## config.mk

```make
export PLATFORM = sky130hd
export DESIGN_NAME = prio_vector_irq_ctrl
export DESIGN_NICKNAME = d
export VERILOG_FILES = /design/src/rtl/pvic_pkg.sv /design/src/rtl/pvic_regs.sv /design/src/rtl/pvic_arbiter.sv /design/src/rtl/pvic_nest_stack.sv /design/src/rtl/prio_vector_irq_ctrl.sv
export SDC_FILE = /design/constraint.sdc
export NUM_CORES = 2
export LEC_CHECK = 0
export ABC_AREA = 1
export BUFFER_PORTS_ARGS = -buffer_cell sky130_fd_sc_hd__buf_4
export CAP_MARGIN = 20
export CORE_MARGIN = 5
export CORE_UTILIZATION = 41
export DETAILED_ROUTE_END_ITERATION = 10
export GPL_ROUTABILITY_DRIVEN = 0
export PLACE_DENSITY_LB_ADDON = 0.05
export RECOVER_POWER = 100
export REMOVE_ABC_BUFFERS = 1
export SLEW_MARGIN = 20
export SYNTH_ARGS = -nofsm -noshare
export SYNTH_HDL_FRONTEND = slang
export SYNTH_SLANG_ARGS = --single-unit
```

## constraint.sdc

```tcl
create_clock -name clk -period 46.9 [get_ports clk]
set_input_delay 9.38 -clock clk [delete_from_list [all_inputs] [get_ports clk]]
set_output_delay 9.38 -clock clk [all_outputs]
set_load 0.01 [all_outputs]
```

## src/rtl/pvic_pkg.sv

```systemverilog
package pvic_pkg;
   localparam int ADDR_W = 12;

   localparam logic [ADDR_W-1:0] OFF_RAW    = 12'h008;
   localparam logic [ADDR_W-1:0] OFF_EN_SET = 12'h010;
   localparam logic [ADDR_W-1:0] OFF_EN_CLR = 12'h014;
   localparam logic [ADDR_W-1:0] OFF_HAND   = 12'h100;
   localparam logic [ADDR_W-1:0] OFF_PRIO   = 12'h200;
   localparam logic [ADDR_W-1:0] OFF_VEC    = 12'hF00;

   // word slot n of a per-source register page
   function automatic logic [ADDR_W-1:0] slot_addr(input logic [ADDR_W-1:0] base, input int n);
      return base + ADDR_W'(4 * n);
   endfunction
endpackage

```

## src/rtl/pvic_regs.sv

```systemverilog
module pvic_regs #(
   parameter int NUM_SRC = 32,
   parameter int PRIO_W  = 4,
   parameter int DATA_W  = 32
) (
   input  logic                      clk,
   input  logic                      rst_n,
   input  logic                      wr_i,
   input  logic [pvic_pkg::ADDR_W-1:0] addr_i,
   input  logic [DATA_W-1:0]         wdata_i,
   output logic [NUM_SRC-1:0]        en_o,
   output logic [PRIO_W-1:0]         prio_o [NUM_SRC],
   output logic [DATA_W-1:0]         hand_o [NUM_SRC]
);
   import pvic_pkg::*;

   logic [NUM_SRC-1:0] en_q;

   always_ff @(posedge clk or negedge rst_n) begin
      if (!rst_n) begin
         en_q <= '0;
      end else if (wr_i && addr_i == OFF_EN_SET) begin
         en_q <= en_q | wdata_i[NUM_SRC-1:0];
      end else if (wr_i && addr_i == OFF_EN_CLR) begin
         en_q <= en_q & ~wdata_i[NUM_SRC-1:0];
      end
   end
   assign en_o = en_q;

   for (genvar g = 0; g < NUM_SRC; g++) begin : g_src
      logic [PRIO_W-1:0] lvl_q;
      logic [DATA_W-1:0] vec_q;

      always_ff @(posedge clk or negedge rst_n) begin
         if (!rst_n) begin
            lvl_q <= '1;
         end else if (wr_i && addr_i == slot_addr(OFF_PRIO, g)) begin
            lvl_q <= wdata_i[PRIO_W-1:0];
         end
      end

      always_ff @(posedge clk or negedge rst_n) begin
         if (!rst_n) begin
            vec_q <= '0;
         end else if (wr_i && addr_i == slot_addr(OFF_HAND, g)) begin
            vec_q <= wdata_i;
         end
      end

      assign prio_o[g] = lvl_q;
      assign hand_o[g] = vec_q;
   end
endmodule

```

## src/rtl/pvic_arbiter.sv

```systemverilog
module pvic_arbiter #(
   parameter int NUM_SRC = 32,
   parameter int PRIO_W  = 4,
   localparam int IDX_W  = (NUM_SRC > 1) ? $clog2(NUM_SRC) : 1
) (
   input  logic [NUM_SRC-1:0] req_i,
   input  logic [NUM_SRC-1:0] en_i,
   input  logic [PRIO_W-1:0]  prio_i [NUM_SRC],
   input  logic [PRIO_W-1:0]  top_prio_i,
   input  logic               stk_empty_i,
   output logic               any_o,
   output logic [IDX_W-1:0]   win_idx_o,
   output logic [PRIO_W-1:0]  win_prio_o
);
   logic [NUM_SRC-1:0] elig;

   for (genvar g = 0; g < NUM_SRC; g++) begin : g_elig
      assign elig[g] = req_i[g] & en_i[g] & (stk_empty_i | (prio_i[g] < top_prio_i));
   end

   // scan from the highest number down so ties settle on the lowest number
   always_comb begin
      any_o      = 1'b0;
      win_idx_o  = '0;
      win_prio_o = '1;
      for (int i = NUM_SRC - 1; i >= 0; i--) begin
         if (elig[i] && (!any_o || prio_i[i] <= win_prio_o)) begin
            any_o      = 1'b1;
            win_idx_o  = IDX_W'(i);
            win_prio_o = prio_i[i];
         end
      end
   end
endmodule

```

## src/rtl/pvic_nest_stack.sv

```systemverilog
module pvic_nest_stack #(
   parameter int DEPTH  = 16,
   parameter int PRIO_W = 4,
   parameter int IDX_W  = 5,
   localparam int DW    = $clog2(DEPTH + 1),
   localparam int PW    = (DEPTH > 1) ? $clog2(DEPTH) : 1
) (
   input  logic              clk,
   input  logic              rst_n,
   input  logic              push_i,
   input  logic [PRIO_W-1:0] push_prio_i,
   input  logic [IDX_W-1:0]  push_idx_i,
   input  logic              pop_i,
   output logic [DW-1:0]     depth_o,
   output logic [PRIO_W-1:0] top_prio_o,
   output logic [IDX_W-1:0]  top_idx_o,
   output logic              empty_o,
   output logic              full_o
);
   logic [PRIO_W-1:0] lvl_q [DEPTH];
   logic [IDX_W-1:0]  src_q [DEPTH];
   logic [DW-1:0]     depth_q;
   logic [PW-1:0]     wptr, tptr;

   assign wptr    = PW'(depth_q);
   assign tptr    = PW'(depth_q - DW'(1));
   assign empty_o = (depth_q == '0);
   assign full_o  = (depth_q == DW'(DEPTH));
   assign depth_o = depth_q;

   always_ff @(posedge clk or negedge rst_n) begin
      if (!rst_n) begin
         depth_q <= '0;
         for (int k = 0; k < DEPTH; k++) begin
            lvl_q[k] <= '0;
            src_q[k] <= '0;
         end
      end else if (push_i && !full_o) begin
         lvl_q[wptr] <= push_prio_i;
         src_q[wptr] <= push_idx_i;
         depth_q     <= depth_q + DW'(1);
      end else if (pop_i && !empty_o) begin
         depth_q <= depth_q - DW'(1);
      end
   end

   assign top_prio_o = empty_o ? '1 : lvl_q[tptr];
   assign top_idx_o  = empty_o ? '0 : src_q[tptr];
endmodule

```

## src/rtl/prio_vector_irq_ctrl.sv

```systemverilog
module prio_vector_irq_ctrl #(
   parameter int NUM_SRC   = 32,
   parameter int PRIO_W    = 4,
   parameter int DATA_W    = 32,
   parameter int STK_DEPTH = 2 ** PRIO_W,
   localparam int IDX_W    = (NUM_SRC > 1) ? $clog2(NUM_SRC) : 1,
   localparam int DW       = $clog2(STK_DEPTH + 1)
) (
   input  logic                        clk,
   input  logic                        rst_n,
   input  logic [NUM_SRC-1:0]          irq_req_i,
   input  logic                        bus_sel_i,
   input  logic                        bus_we_i,
   input  logic [pvic_pkg::ADDR_W-1:0] bus_addr_i,
   input  logic [DATA_W-1:0]           bus_wdata_i,
   output logic [DATA_W-1:0]           bus_rdata_o,
   output logic                        irq_o
);
   import pvic_pkg::*;

   if (NUM_SRC < 1 || NUM_SRC > 64 || NUM_SRC > DATA_W) begin : g_bad_src
      $error("NUM_SRC must be 1..64 and fit in DATA_W");
   end
   if (PRIO_W < 1 || PRIO_W >= DATA_W || PRIO_W > 8) begin : g_bad_prio
      $error("PRIO_W must be 1..8 and below DATA_W");
   end
   if (STK_DEPTH < 1 || STK_DEPTH > 2 ** PRIO_W) begin : g_bad_depth
      $error("STK_DEPTH must be 1..2**PRIO_W");
   end

   logic                wr, rd, vec_rd, push, pop;
   logic [NUM_SRC-1:0]  en_mask;
   logic [PRIO_W-1:0]   prio_q [NUM_SRC];
   logic [DATA_W-1:0]   hand_q [NUM_SRC];
   logic                any_elig, stk_empty, stk_full;
   logic [IDX_W-1:0]    win_idx, top_idx;
   logic [PRIO_W-1:0]   push_prio, top_prio;
   logic [DW-1:0]       depth;
   logic [DATA_W-1:0]   vec_val, rd_mux;

   assign wr     = bus_sel_i & bus_we_i;
   assign rd     = bus_sel_i & ~bus_we_i;
   assign vec_rd = rd & (bus_addr_i == OFF_VEC);
   assign push   = vec_rd & any_elig & ~stk_full;
   assign pop    = wr & (bus_addr_i == OFF_VEC);

   pvic_regs #(.NUM_SRC(NUM_SRC), .PRIO_W(PRIO_W), .DATA_W(DATA_W)) u_regs (
      .clk(clk), .rst_n(rst_n), .wr_i(wr), .addr_i(bus_addr_i), .wdata_i(bus_wdata_i),
      .en_o(en_mask), .prio_o(prio_q), .hand_o(hand_q)
   );

   pvic_arbiter #(.NUM_SRC(NUM_SRC), .PRIO_W(PRIO_W)) u_arb (
      .req_i(irq_req_i), .en_i(en_mask), .prio_i(prio_q), .top_prio_i(top_prio),
      .stk_empty_i(stk_empty), .any_o(any_elig), .win_idx_o(win_idx), .win_prio_o(push_prio)
   );

   pvic_nest_stack #(.DEPTH(STK_DEPTH), .PRIO_W(PRIO_W), .IDX_W(IDX_W)) u_stk (
      .clk(clk), .rst_n(rst_n), .push_i(push), .push_prio_i(push_prio), .push_idx_i(win_idx),
      .pop_i(pop), .depth_o(depth), .top_prio_o(top_prio), .top_idx_o(top_idx),
      .empty_o(stk_empty), .full_o(stk_full)
   );

   assign irq_o = any_elig;

   always_comb begin
      if (push)           vec_val = hand_q[win_idx];
      else if (stk_empty) vec_val = '0;
      else                vec_val = hand_q[top_idx];
   end

   always_comb begin
      rd_mux = '0;
      if (bus_addr_i == OFF_RAW)    rd_mux = DATA_W'(irq_req_i);
      if (bus_addr_i == OFF_EN_SET) rd_mux = DATA_W'(en_mask);
      if (bus_addr_i == OFF_VEC)    rd_mux = vec_val;
      for (int i = 0; i < NUM_SRC; i++) begin
         if (bus_addr_i == slot_addr(OFF_PRIO, i)) rd_mux = DATA_W'(prio_q[i]);
         if (bus_addr_i == slot_addr(OFF_HAND, i)) rd_mux = hand_q[i];
      end
   end

   always_ff @(posedge clk or negedge rst_n) begin
      if (!rst_n)  bus_rdata_o <= '0;
      else if (rd) bus_rdata_o <= rd_mux;
   end
endmodule

```

==> results.toml <==
[logic_synthesis]
postSynthCellCount = 14622
syn_avg_cell_area_sq_um = 6.65
ys_warn_count = 0
synthArstFlopShare_pct = 100
ys.flop_type = "dfrtp_1"
synth_cell_types = 71
synth_edf_count = 0
synth-seq-cells = 1365
yosysSeqAreaShare_pct = 35.3
netlist_area_sq_um = 97300

[sta]
tns_ns = 0
max_freq_mhz = 22.4
slew_headroom_pct = -489
final-setup-viol-count = 0
grt_setup_unrepaired = "true"
worstMarginPinSlew_ns = 8.83
min_period_ns = 44.63
finalClockSkew_ns = 0.0415
finalCritPeriodShare_pct = 95.2
hold_viol = 0
maxSlewViolCount = 1173

[final_layout]
final_util_pct = 46.4
nets = 14798
layout-drive-gt1-share_pct = 12.8
num-fill-cells = 24504
area_growth_pct = 12.4
multi_input_area_sq_um = 52900
ff_latch_area_sq_um = 34300

[detailed_routing]
wl_mm = 479
vias = 106701
drt_iter0_markers = 13381
dr.pass1.iters = 9
drc_errors = 0
antenna_left = 0
via_per_inst = 5.97
wl_per_cell_um = 26.8

[clocking]
hold_buffers = 0
cts_buffer_depth = 3
cts-htree-levels = 4
cts_root_buffer = "clkbuf_16"
numCtsBuffers = 170
cts_tree = "built"
clock_latency_ns = 0.90
cts_sinks = 1365
clk_pin_slew_ns = 0.06

[floorplanning]
rows = 178
coreArea_sq_um = 236000
die_h_um = 497
pin_count = 113
dieArea_sq_um = 247000
start_util_pct = 41.3
fp.dieW_um = 497

[worst_setup_path]
critPathMostFrequentCell = "nand2_2"
crit_slowest_cell = "ha_1"
startpoint_type = "input pin"
crit_start = "irq_req_i[31]"
critPathKind = "input pin to register"
end_kind = "register"
required_ns = 47.65
critPathArrivalTime_ns = 45.38
critPathMaxFanout = 18
timing.rr.start = "u_stk.depth_o[0]"
max_stage_delay_ns = 0.34

[global_routing]
grt_max_degree = 158
antenna_found_initial = 27
grt_first_pass_wirelength_mm = 688
grt_pass1_vias = 99715
grt_busiest_layer = "met2"
grt_use_met3_pct = 8.41
grt_use_met1_pct = 47.4
grt_use_met2_pct = 55.7
grt_overflow = 0
track_usage_pct = 36.8

[placed_design]
portBuffers = 112
hpwl_mm = 306

[min_path]
hp-class = "register to register"
hold_path_startpoint = "u_stk.lvl_q[55]"

[power_and_ir_drop]
p_leak_nw = 49.2
max-vdd-ir-drop_uv = 40.7
power_density_nw_per_um2 = 39.0

[status]
violations = "capacitance limit, slew limit"
status = "finished, violations left"

[flow_run]
max-cap-violations = 17
[cells in the mapped netlist (all sizes together), types with 22 or more instances]
master | count | area share, %
ha | 134 | 1.7
clkbuf | 644 | 3.0
o21ai | 2218 | 11
dfrtp | 1237 | 32
a31oi | 33 | 0.21
inv | 1171 | 4.5
or2 | 72 | 0.46
dfstp | 128 | 3.5
nand3 | 1313 | 6.9
a221oi | 112 | 1.0
nor2 | 649 | 2.6
a21oi | 666 | 3.5
nor3 | 60 | 0.31
o211ai | 201 | 1.6
o21bai | 62 | 0.48
nand2 | 5154 | 20
nand4 | 83 | 0.53
o21a | 22 | 0.17
o221ai | 23 | 0.21
buf | 409 | 3.8
a311oi | 59 | 0.53
dlygate4sd3 | 36 | 0.37
[layout by cell type, fill, tap and decap left out, types with 34 or more instances in the layout]
cell type and count:
clkbuf_1 62, buf_12 69, a21oi_1 651, inv_2 46, ha_1 125, o211ai_1 196
nand2_1 4914, or2_2 72, clkbuf_16 184, nand2_2 187, buf_4 754, o21ai_2 69
dfrtp_1 1236, nor2_1 601, dfstp_2 128, a221oi_1 110, nor2_2 34, a311oi_1 54
nor3_1 59, nand3_1 1245, o21ai_1 97, o21bai_1 62, o21ai_0 2044, clkbuf_8 39
nand3_2 56, nand4_1 83, nand2_4 53, inv_1 1116
[final cells by class]
cell class / count / area share, %
multi-input cells: 10976 / 48.4
flip-flops and latches: 1365 / 31.4
repair buffers: 888 / 7.15
clock buffers: 261 / 4.70
inverters: 1183 / 4.13
well taps: 3150 / 3.61
clock inverters: 49 / 0.584
diodes: 14 / 0.0321
[metrics by stage]
| stage | cell area, sq um | setup WS (ns) | cells | hold WS [ns] | total power (W) |
|---|---|---|---|---|---|
| global route | 109000 | -0.563 | 17875 | 0.503 | 0.00438 |
| global placement | 101000 | 0.267 | 17469 | 0.462 | 0.00268 |
| floorplan | 90200 | -3.46 | 13520 | 0.448 | 0.00186 |
| finish | 109000 | 2.27 | 17886 | 0.482 | 0.00426 |
| CTS | 107000 | 0.000274 | 17782 | 0.482 | 0.00408 |
| detailed placement | 101000 | -0.998 | 17470 | 0.468 | 0.00268 |
[metal layers]
metal	vias to the layer above	routed length, um	part of all wire (%)
li1	47925	-	-
met1	50894	186000	39
met2	6398	204000	43
met3	1470	50300	11
met4	14	37500	7.8
met5	-	206	0.043
[state kept, by name, indices dropped and copies added (netlist names), named ones only]
signal,cells
bus_rdata_o,32
u_regs.g_src.lvl_q,128
u_regs.g_src.vec_q,1024
u_stk.depth_o,5
u_stk.lvl_q,64
u_stk.src_q,80
[worst paths after layout]
check	endpoint	slack, ns	cells after the start
max	bus_rdata_o[1]	2.27	313
min	u_stk.lvl_q[55]	0.48	2
max reg2reg	bus_rdata_o[1]	6.92	322
min reg2reg	u_stk.lvl_q[55]	0.48	2
max in group asynchronous	u_regs.g_src[14].vec_q[6]	23.61	2
min in group asynchronous	u_regs.g_src[9].vec_q[1]	11.74	1
[cells by family (layout without fill, tap and decap cells)]
kind of cell | Yosys count | in the layout | share of synthesized area (%)
AND/OR/NAND/NOR | 7337 | 7340 | 31.1
AO/OA/AOI/OAI | 3478 | 3479 | 19.8
buffers and inverters | 2285 | 2381 | 11.9
flip-flops | 1365 | 1365 | 35.3
adder cells (fa/ha/maj) | 135 | 135 | 1.73
multiplexers | 16 | 16 | 0.165
XOR/XNOR | 6 | 6 | 0.0695
other | 0 | 14 | 0
[critical path: cells and delay by family]
kind	cells	cell delay [ns]
AND/OR/NAND/NOR	182	16.61
adder cells (fa/ha/maj)	31	9.19
AO/OA/AOI/OAI	60	6.36
buffers and inverters	40	3.67
[where the power goes]
group | internal (W) | switching (W) | leakage (nW) | total [W]
Clock | 0.000823 | 0.000578 | 2.85 | 0.00140
Combinational | 0.000600 | 0.00107 | 28.1 | 0.00167
Sequential | 0.00118 | 0.00000524 | 18.3 | 0.00119
[what timing repair did]
action                                  in CTS  in global routing
endpoints found under the setup margin       5                 32
gates resized for setup                      6                409
setup buffers                                2                 79
pin swaps                                    0                300
cloned                                       0                 11
Note: power is estimated with default switching activity, not from simulation.
